**src/rtl/arb_pkg.sv**
```systemverilog
package arb_pkg;

    localparam int unsigned ARB_N  = 6;
    localparam int unsigned ARB_SW = 8;

    typedef enum logic [1:0] {
        PARK_OFF   = 2'd0,
        PARK_LAST  = 2'd1,
        PARK_FIXED = 2'd2,
        PARK_RSVD  = 2'd3
    } park_mode_e;

    // index following i in a ring of n masters
    function automatic int unsigned arb_wrap(input int unsigned i, input int unsigned n);
        return (i + 1 >= n) ? 0 : i + 1;
    endfunction

endpackage

```
**src/rtl/arb_select.sv**
```systemverilog
module arb_select #(
    parameter int unsigned N  = arb_pkg::ARB_N,
    parameter int unsigned IW = $clog2(N)
) (
    input  logic [N-1:0]  cand,
    input  logic          rr_mode,
    input  logic [IW-1:0] rr_ptr,
    output logic          hit,
    output logic [IW-1:0] idx
);
    logic [IW-1:0] rr_pos [N];

    // position g of the rotating search order, starting at rr_ptr
    for (genvar g = 0; g < N; g++) begin : g_rot
        logic [IW:0] sum;
        assign sum       = {1'b0, rr_ptr} + (IW+1)'(g);
        assign rr_pos[g] = (sum >= (IW+1)'(N)) ? IW'(sum - (IW+1)'(N)) : IW'(sum);
    end

    always_comb begin
        logic [IW-1:0] pos;
        hit = 1'b0;
        idx = '0;
        for (int i = 0; i < N; i++) begin
            pos = rr_mode ? rr_pos[i] : IW'(i);
            if (!hit && cand[pos]) begin
                hit = 1'b1;
                idx = pos;
            end
        end
    end
endmodule

```
**src/rtl/arb_park.sv**
```systemverilog
module arb_park #(
    parameter int unsigned N  = arb_pkg::ARB_N,
    parameter int unsigned IW = $clog2(N)
) (
    input  arb_pkg::park_mode_e mode,
    input  logic [IW-1:0]       last_idx,
    input  logic [IW-1:0]       fixed_idx,
    output logic                vld,
    output logic [IW-1:0]       idx
);
    always_comb begin
        vld = 1'b0;
        idx = '0;
        unique case (mode)
            arb_pkg::PARK_LAST: begin
                vld = 1'b1;
                idx = last_idx;
            end
            arb_pkg::PARK_FIXED: begin
                vld = (32'(fixed_idx) < N);
                idx = fixed_idx;
            end
            default: begin
                vld = 1'b0;
                idx = '0;
            end
        endcase
    end
endmodule

```
**src/rtl/arb_slot_timer.sv**
```systemverilog
module arb_slot_timer #(
    parameter int unsigned SW = arb_pkg::ARB_SW
) (
    input  logic          clk,
    input  logic          rst,
    input  logic          load,
    input  logic          xfer,
    input  logic [SW-1:0] limit,
    output logic          spent
);
    logic [SW-1:0] cnt_q;

    always_ff @(posedge clk) begin
        if (rst) begin
            cnt_q <= '0;
        end else if (load) begin
            cnt_q <= limit;
        end else if (xfer && cnt_q != '0) begin
            cnt_q <= cnt_q - 1'b1;
        end
    end

    // budget used up once the transfer in flight is the last allowed one
    assign spent = (limit != '0) && (cnt_q <= SW'(1));
endmodule

```
**src/rtl/shared_port_arbiter.sv**
```systemverilog
module shared_port_arbiter #(
    parameter int unsigned N_MASTERS = arb_pkg::ARB_N,
    parameter int unsigned SLOT_W    = arb_pkg::ARB_SW,
    localparam int unsigned IDX_W    = $clog2(N_MASTERS)
) (
    input  logic                 clk,
    input  logic                 rst,
    input  logic [N_MASTERS-1:0] req_i,
    input  logic                 xfer_valid_i,
    input  logic                 xfer_last_i,
    input  logic                 cfg_rr_i,
    input  logic [1:0]           cfg_park_i,
    input  logic [IDX_W-1:0]     cfg_park_idx_i,
    input  logic [SLOT_W-1:0]    cfg_slot_limit_i,
    output logic [N_MASTERS-1:0] gnt_o
);
    import arb_pkg::*;

    logic [N_MASTERS-1:0] gnt_q, gnt_d;
    logic [IDX_W-1:0]     ptr_q, ptr_d;
    logic [IDX_W-1:0]     last_q, last_d;

    logic                 owner_req, burst_done, preempt, hold, spent;
    logic [N_MASTERS-1:0] others, cand;
    logic                 sel_hit, park_vld;
    logic [IDX_W-1:0]     sel_idx, park_idx;

    assign owner_req  = |(req_i & gnt_q);
    assign others     = req_i & ~gnt_q;
    assign burst_done = xfer_valid_i && xfer_last_i;
    assign preempt    = (|gnt_q) && xfer_valid_i && spent && (|others);
    assign hold       = owner_req && !burst_done && !preempt;
    assign cand       = preempt ? others : req_i;

    arb_select #(.N(N_MASTERS), .IW(IDX_W)) u_select (
        .cand    (cand),
        .rr_mode (cfg_rr_i),
        .rr_ptr  (ptr_q),
        .hit     (sel_hit),
        .idx     (sel_idx)
    );

    arb_park #(.N(N_MASTERS), .IW(IDX_W)) u_park (
        .mode      (park_mode_e'(cfg_park_i)),
        .last_idx  (last_q),
        .fixed_idx (cfg_park_idx_i),
        .vld       (park_vld),
        .idx       (park_idx)
    );

    arb_slot_timer #(.SW(SLOT_W)) u_timer (
        .clk   (clk),
        .rst   (rst),
        .load  (!hold),
        .xfer  (xfer_valid_i),
        .limit (cfg_slot_limit_i),
        .spent (spent)
    );

    always_comb begin
        gnt_d  = gnt_q;
        ptr_d  = ptr_q;
        last_d = last_q;
        if (!hold) begin
            if (sel_hit) begin
                gnt_d  = N_MASTERS'(1) << sel_idx;
                ptr_d  = IDX_W'(arb_wrap(32'(sel_idx), N_MASTERS));
                last_d = sel_idx;
            end else if (park_vld) begin
                gnt_d  = N_MASTERS'(1) << park_idx;
            end else begin
                gnt_d  = '0;
            end
        end
    end

    always_ff @(posedge clk) begin
        if (rst) begin
            gnt_q  <= '0;
            ptr_q  <= '0;
            last_q <= '0;
        end else begin
            gnt_q  <= gnt_d;
            ptr_q  <= ptr_d;
            last_q <= last_d;
        end
    end

    assign gnt_o = gnt_q;
endmodule

```
**config.mk**
```make
export PLATFORM = sky130hd
export DESIGN_NAME = shared_port_arbiter
export DESIGN_NICKNAME = d
export VERILOG_FILES = /design/src/rtl/arb_pkg.sv /design/src/rtl/arb_select.sv /design/src/rtl/arb_park.sv /design/src/rtl/arb_slot_timer.sv /design/src/rtl/shared_port_arbiter.sv
export SDC_FILE = /design/constraint.sdc
export NUM_CORES = 1
export LEC_CHECK = 0
export BUFFER_PORTS_ARGS = -buffer_cell sky130_fd_sc_hd__buf_2
export CORE_MARGIN = 10
export CORE_UTILIZATION = 59
export DETAILED_ROUTE_END_ITERATION = 10
export PLACE_DENSITY = 0.86
export SYNTH_ARGS = -nofsm -noshare
export SYNTH_HDL_FRONTEND = slang
export SYNTH_SLANG_ARGS = --single-unit
```
**constraint.sdc**
```tcl
create_clock -name clk -period 5.4 [get_ports clk]
set_clock_uncertainty 0.2 [all_clocks]
set_input_delay 0.27 -clock clk [delete_from_list [all_inputs] [get_ports clk]]
set_output_delay 0.27 -clock clk [all_outputs]
set_load 0.05 [all_outputs]
```
==> out/qor.csv, run 1 <==
stage,metric,value,unit
outcome,status,completed,
clocking,path_clk_slew,0.07,ns
floorplanning,start_util,0.603,
timing,fmax,203,MHz
clocking,cts_made_buffers,3,
synthesis,ys_types,65,
synthesis,syn_avg_cell_area,7.55,um2
hold_path,hold_class,input port to flip-flop,
grt,grt_pass1_wl,11400,um
setup_path,cp-end-kind,flip-flop,
setup_path,slowest_stage,dfxtp_1,
setup_path,crit_fanout,14,
synthesis,async_reset_ff_frac,0,
placed_design,routabilityCongestion,0.960,
drt,drc_errors,0,
timing,relSlewSlack,0.365,
synthesis,synth_edf_count,0,
synthesis,netlist.area_leader.share,0.167,
job,drv_cap,0,
pwr,peakVddDrop,0.243,mV
grt,first_global_vias,2439,
drt,drt_wl_total,6820,um
setup_path,path_cells,inv_1 > ha_1 > clkinv_1 > xnor2_1 > a21boi_0 > nand2b_1 > a221oi_1 > nand2_1 > o21ai_0 > nand2b_1 > o21ai_0 > inv_1 > ha_1 > ha_1 > nor2_1 > o31ai_1 > a32o_1,
clocking,postCtsSetupRepairBufs,0,
floorplanning,fp.dieW,83.7,um
clocking,cts_max_level,1,
drt,vias,2526,
drt,drt_iter0_drc,203,
placed_design,dpl.hpwl,5290,um
finish,syn_to_final_growth,9.77,%
setup_path,cp-start-kind,flip-flop,
clocking,cts_tree,built,
timing,final_max_slew_viol_count,0,
finish,n_antenna_cell,0,
floorplanning,die_area,0.00701,mm2
synthesis,synthFlopType,dfxtp_1,
finish,drive_gt1_frac,0.150,
setup_path,cpPeakStageDelay,0.64,ns
finish,nNetsFinal,384,
timing,hold_viol,0,
pwr,power,0.00128,W
timing,fin_crit_sh,0.910,
timing,period_minus_slack,4.92,ns
grt,grt-ovfl-total,0,
clocking,hold_buffers,0,
setup_path,cp.required,5.36,ns
synthesis,ys_warn_count,0,
grt,grtUsageTotal,0.187,
synthesis,ys_seq_area_frac,0.167,
finish,nFillCells,356,
floorplanning,ios,30,
synthesis,synth_area_leader_cell,dfxtp_1,
timing,tightest_slew,0.928,ns
setup_path,critPathMostFrequentCell,ha_1,
clocking,root_buffer,clkbuf_8,
clocking,clock_sinks,20,
setup_path,crit_type,flip-flop to flip-flop,
pwr,power.density,486,mW/mm2
drt,ant_nets,0,
drt,first_pass_iters,5,
drt,routed_via_density,6.48,
floorplanning,core,0.00397,mm2
clocking,clk_latency,0.27,ns
floorplanning,fp.dieH,83.7,um
synthesis,synth_seq_cells,20,
clocking,cts.repair.resized,0,
setup_path,arrival,4.87,ns
timing,tns,0,ns
floorplanning,rows,23,
grt,grt_start_max_net_pins,29,
synthesis,syn-cell-area,0.00239,mm2
synthesis,syn_nets,360,
synthesis,synth_area_leaders,"dfxtp_1, ha_1, mux2i_1, xnor2_1, a21oi_1",
synthesis,postSynthCellCount,317,
timing,rsz0062_at_grt,no,
grt,antenna_found_initial,0,
clocking,ctsLongestPathBuffers,2,
placed_design,io_buffers,29,
pwr,power_leakage,1.10,nW
drt,wl_per_cell,17.5,um
timing,setup_viol,0,
## worst max-delay path, delay by kind of cell (launching register included)
family	cells	cell delay, ns
adder cells (fa/ha/maj)	3	0.98
AND/OR/NAND/NOR	4	0.55
buffers and inverters	3	0.56
flip-flops	1	0.64
AO/OA/AOI/OAI	6	1.67
XOR/XNOR	1	0.20
## per-stage QoR
stage | std cells | util | cell area (um2) | hold slack [ns] | setup slack, ns
2_1_floorplan | 317 | - | 2390 | 0.214 | 0.847
3_3_place_gp | 386 | 0.644 | 2560 | 0.252 | 0.763
3_5_place_dp | 386 | 0.644 | 2560 | 0.254 | 0.592
4_1_cts | 390 | 0.662 | 2630 | 0.0496 | 0.551
5_1_grt | 390 | 0.662 | 2630 | 0.106 | 0.0442
6_report | 390 | 0.662 | 2630 | 0.0504 | 0.485
## registers in the layout, summed over array words and instances (netlist names)
name           cells
gnt_o              6
last_q             3
ptr_q              3
u_timer.cnt_q      8
## metal layers
metal,part of all wire,track usage,vias to the layer above,wire [um]
met2,0.47,0.307,116,3230
li1,-,-,1237,-
met4,0.028,0.0883,0,192
met3,0.061,0.0215,19,416
met5,0,0,-,0
met1,0.44,0.235,1154,2980
## logic make-up after synthesis
kind of cell,share of synthesized area
flops,0.167
simple gates,0.278
buf+inv,0.0653
compound gates,0.272
mux,0.0637
fa+ha+maj,0.0993
xor+xnor,0.0549
## cells in the final DEF (no fill, tap or decap), types with 2 or more instances in the layout
cell      Yosys  layout
a211oi_1     10      10
a21boi_0      5       5
a21oi_1      19      19
a221oi_1      5       4
a22o_1        2       2
a22oi_1       7       7
a311oi_1      2       2
a31oi_1       2       2
and2_1        4       4
and3_1        6       6
buf_2         1      29
buf_4         2       4
clkbuf_8      0       3
dfxtp_1      20      20
ha_1         19      19
inv_1        19      19
mux2_2        2       2
mux2i_1      13      13
nand2_1      25      25
nand2b_1      4       4
nand3_1      11      11
nand3b_1      4       4
nand4_1       2       2
nor2_1       25      25
nor2b_1       5       5
nor3_1        9       9
nor4_1        7       7
o211ai_1      2       2
o21ai_0      12      12
o22ai_1       4       4
o311a_1       2       2
o31a_1        2       2
o31ai_1       6       6
o32ai_1       2       2
or2_2         2       2
or3_1         3       3
or4_1         2       2
xnor2_1      11      11
xor2_1        4       4
## path summary, 6_finish.rpt
check        cells past startpoint                    from  slack (ns)                            end
min reg2reg                      2  last_q[1]$_SDFFE_PP0P_        0.26         last_q[1]$_SDFFE_PP0P_
max reg2reg                     17   ptr_q[0]$_SDFFE_PP0P_        0.48          ptr_q[0]$_SDFFE_PP0P_
max                             17   ptr_q[0]$_SDFFE_PP0P_        0.48          ptr_q[0]$_SDFFE_PP0P_
min                              3     cfg_slot_limit_i[1]        0.05  u_timer.cnt_q[1]$_SDFFE_PP0P_
## synth_stat cells, drive strengths merged (6+ instances only)
cell / number
nand2: 25
dfxtp: 20
mux2i: 13
xnor2: 11
o31ai: 6
ha: 19
and3: 7
inv: 19
nor4: 7
nor3: 10
a21oi: 19
a211oi: 10
nand3: 12
clkbuf: 8
nor2: 25
o21ai: 12
a22oi: 7
## report_power, final
part | switching (W) | internal, W
clock | 0.0000513 | 0.0000991
sequential | 0.0000745 | 0.000197
combinational | 0.000526 | 0.000330
## cell type report
type,count,area (um2),area share
clock buffer,3,41.3,0.0157
sequential,20,400,0.152
multi-input combinational,263,1840,0.702
inverter,20,75.1,0.0286
timing repair buffer,33,175,0.0666
clock inverter,1,30.0,0.0114
tap,50,62.6,0.0238
(Power assumes the default switching activity.)
==> run 2: changes to the inputs <==
--- a/config.mk
+++ b/config.mk
@@ -5,11 +5,13 @@
 export SDC_FILE = /design/constraint.sdc
 export NUM_CORES = 1
 export LEC_CHECK = 0
+export ABC_AREA = 1
 export BUFFER_PORTS_ARGS = -buffer_cell sky130_fd_sc_hd__buf_2
 export CORE_MARGIN = 10
-export CORE_UTILIZATION = 59
+export CORE_UTILIZATION = 60
 export DETAILED_ROUTE_END_ITERATION = 10
 export PLACE_DENSITY = 0.86
 export SYNTH_ARGS = -nofsm -noshare
 export SYNTH_HDL_FRONTEND = slang
+export SYNTH_HIERARCHICAL = 1
 export SYNTH_SLANG_ARGS = --single-unit
==> run 2 against run 1 <==
Compared with the run above: global-route usage decreased by 0.80 points; power grew 46%; register-to-register slack better by 0.92 ns; clock power is essentially flat; routed wire length fell by 2.2%; flip-flop and latch count unchanged; non-clock buffer count decreased by 3.
==> out/qor.csv, run 2 <==
stage,metric,value,unit,change
floorplanning,fp.dieW,88.0,um,was 83.7 um
synthesis,netlist.area_leader.share,0.202,,was 0.167
synthesis,synthFlopType,dfxtp_1,,unchanged
clocking,root_buffer,clkbuf_8,,unchanged
synthesis,synth_area_leaders,"nand2_1, dfxtp_1, ha_1, inv_1, nand3_1",,"was dfxtp_1, ha_1, mux2i_1, xnor2_1, a21oi_1"
finish,final_cell_mix,"nand2_1, inv_1, nor2_1",,"was buf_2, nand2_1, nor2_1"
clocking,postCtsSetupRepairBufs,0,,unchanged
floorplanning,die_area,0.00774,mm2,was 0.00701 mm2
drt,first_pass_iters,5,,unchanged
synthesis,ys_seq_area_frac,0.144,,was 0.167
setup_path,cp.required,5.41,ns,was 5.36 ns
timing,final_max_slew_viol_count,0,,unchanged
drt,wl_per_cell,12.3,um,was 17.5 um
setup_path,crit_type,flip-flop to flip-flop,,unchanged
pwr,power,0.00186,W,was 0.00128 W
pwr,p_sw,0.00108,W,was 0.000652 W
job,drv_cap,0,,unchanged
synthesis,ys_warn_count,6,,was 0
clocking,clk_latency,0.26,ns,was 0.27 ns
setup_path,slowest_stage,dfxtp_1,,unchanged
synthesis,syn_nets,513,,was 360
timing,period_minus_slack,4.00,ns,was 4.92 ns
clocking,cts_max_level,1,,unchanged
timing,tns,0,ns,unchanged
synthesis,syn-cell-area,0.00277,mm2,was 0.00239 mm2
synthesis,async_reset_ff_frac,0,,unchanged
timing,hold_viol,0,,unchanged
finish,nNetsFinal,536,,was 384
timing,worst_hold_slack,0.114,ns,was 0.0504 ns
drt,ant_nets,0,,unchanged
synthesis,synth_seq_cells,20,,unchanged
pwr,intPower,0.000784,W,was 0.000626 W
finish,max_flop_register,u_timer/cnt_q,,was u_timer.cnt_q
pwr,power_leakage,1.69,nW,was 1.10 nW
floorplanning,fp.dieH,88.0,um,was 83.7 um
clocking,path_clk_slew,0.08,ns,was 0.07 ns
timing,fmax,250,MHz,was 203 MHz
clocking,hold_buffers,0,,unchanged
pwr,pwr-share-clk,0.082,,was 0.118
drt,vias,2900,,"was 2,526"
pwr,p_comb_frac,0.757,,was 0.670
synthesis,synth_most_common_cell,nand2_1,,
finish,drive_gt1_frac,0.202,,was 0.150
drt,drt_wl_total,6670,um,was 6820 um
clocking,cts_made_buffers,3,,unchanged
synthesis,syn_avg_cell_area,5.91,um2,was 7.55 um2
synthesis,postSynthCellCount,469,,was 317
clocking,clock_sinks,20,,unchanged
grt,antenna_found_initial,0,,unchanged
grt,grt_start_max_net_pins,31,,was 29
finish,largest_reg_flops,8,,unchanged
drt,routed_via_density,5.34,,was 6.48
clocking,ctsLongestPathBuffers,2,,unchanged
placed_design,place_area,0.00289,mm2,was 0.00256 mm2
synthesis,synth_edf_count,0,,unchanged
grt,grt_pass1_wl,11800,um,"was 11,400 um"
drt,drc_errors,0,,unchanged
pwr,sw_frac_of_total,0.579,,was 0.510
timing,rsz0062_at_grt,no,,unchanged
hold_path,hold_class,input port to flip-flop,,unchanged
finish,final_common_cell,nand2_1,,was buf_2
floorplanning,rows,24,,was 23
floorplanning,ios,30,,unchanged
finish,syn_to_final_growth,6.68,%,was 9.77%
synthesis,ys_types,37,,was 65
pwr,peakVddDrop,0.366,mV,was 0.243 mV
synthesis,synth_area_leader_cell,nand2_1,,was dfxtp_1
timing,relSlewSlack,0.588,,was 0.365
setup_path,cp-start-kind,flip-flop,,unchanged
floorplanning,core,0.00441,mm2,was 0.00397 mm2
placed_design,io_buffers,29,,unchanged
timing,tightest_slew,0.617,ns,was 0.928 ns
setup_path,critPathMostFrequentCell,nand2_1,,was ha_1
timing,setup_viol,0,,unchanged
setup_path,cp-end-kind,flip-flop,,unchanged
grt,grt-ovfl-total,0,,unchanged
pwr,pwr-share-seq,0.161,,was 0.213
setup_path,crit_fanout,7,,was 14
placed_design,dpl.hpwl,5360,um,was 5290 um
floorplanning,start_util,0.628,,was 0.603
placed_design,routabilityCongestion,0.952,,was 0.960
setup_path,cpPeakStageDelay,0.37,ns,was 0.64 ns
timing,fin_crit_sh,0.740,,was 0.910
grt,grtUsageTotal,0.179,,was 0.187
finish,n_antenna_cell,0,,unchanged
outcome,status,completed,,unchanged
finish,fin_area,0.00296,mm2,was 0.00263 mm2
synthesis,netlist_top_cells_count,"nand2_1, inv_1, nor2_1",,"was nand2_1, nor2_1, dfxtp_1"
finish,fin_util,0.670,,was 0.662
drt,drt_iter0_drc,152,,was 203
pwr,power.density,629,mW/mm2,was 486 mW/mm2
clocking,cts_tree,built,,unchanged
clocking,cts.repair.resized,0,,unchanged
setup_path,arrival,4.01,ns,was 4.87 ns
grt,first_global_vias,2808,,"was 2,439"
[run 2: changes by cell type after synthesis, sizes merged, moves of 11 or more]
cell	delta
nand3	+37
xnor2	-11
inv	+49
nand2	+149
mux2i	-13
nor2	+31
[run 2: through the flow]
stage          setup WS (ns)  cells
2_1_floorplan           1.95    469
3_3_place_gp            1.67    539
3_5_place_dp            1.50    539
4_1_cts                 1.43    543
5_1_grt                0.992    543
6_report                1.40    543
[run 2: final timing paths]
check | slack, ns | start | depth (start not counted) | to
max | 1.40 | u_timer/cnt_q[0]$_SDFFE_PP0P_ | 30 | ptr_q[2]$_SDFFE_PP0P_
max reg2reg | 1.40 | u_timer/cnt_q[0]$_SDFFE_PP0P_ | 30 | ptr_q[2]$_SDFFE_PP0P_
min | 0.11 | rst | 2 | u_timer/cnt_q[1]$_SDFFE_PP0P_
min reg2reg | 0.30 | u_timer/cnt_q[1]$_SDFFE_PP0P_ | 2 | u_timer/cnt_q[1]$_SDFFE_PP0P_
[run 2: metal layers]
metal / vias up / global-route usage / wire length (um) / share of wire
met5: - / 0 / 0 / 0
met4: 0 / 0.0449 / 20 / 0.0030
met3: 4 / 0.0251 / 288 / 0.043
met2: 64 / 0.314 / 3250 / 0.49
met1: 1302 / 0.222 / 3110 / 0.47
li1: 1530 / - / - / -
[run 2: power groups by stage]
| stage | Combinational (W) | Clock [W] | Sequential, W |
|---|---|---|---|
| global placement | 0.00135 | 0 | 0.000298 |
| CTS | 0.00140 | 0.000157 | 0.000297 |
| finish | 0.00141 | 0.000153 | 0.000299 |
| detailed placement | 0.00138 | 0 | 0.000300 |
| global route | 0.00160 | 0.000161 | 0.000309 |
| floorplan | 0.00114 | 0 | 0.000327 |
[run 2: layout make-up]
type	instances	area, um2
clock buffers	3	41.3
clock inverters	1	30.0
flip-flops and latches	20	400
well taps	52	65.1
fillers	404	1460
multi-input cells	366	1980
inverters	71	287
repair buffers	30	153
[run 2: cell families after synthesis]
logic type      share of synthesized area
simple gates                        0.514
compound gates                      0.107
buf+inv                             0.141
flops                               0.144
xor+xnor                          0.00316
fa+ha+maj                          0.0903
[run 2: worst max-delay path, delay by kind of cell (launching register included)]
family          cells  cell delay [ns]
compound gates      4             0.74
simple gates       17             1.46
fa+ha+maj           3             0.78
flops               1             0.37
buf+inv             6             0.39
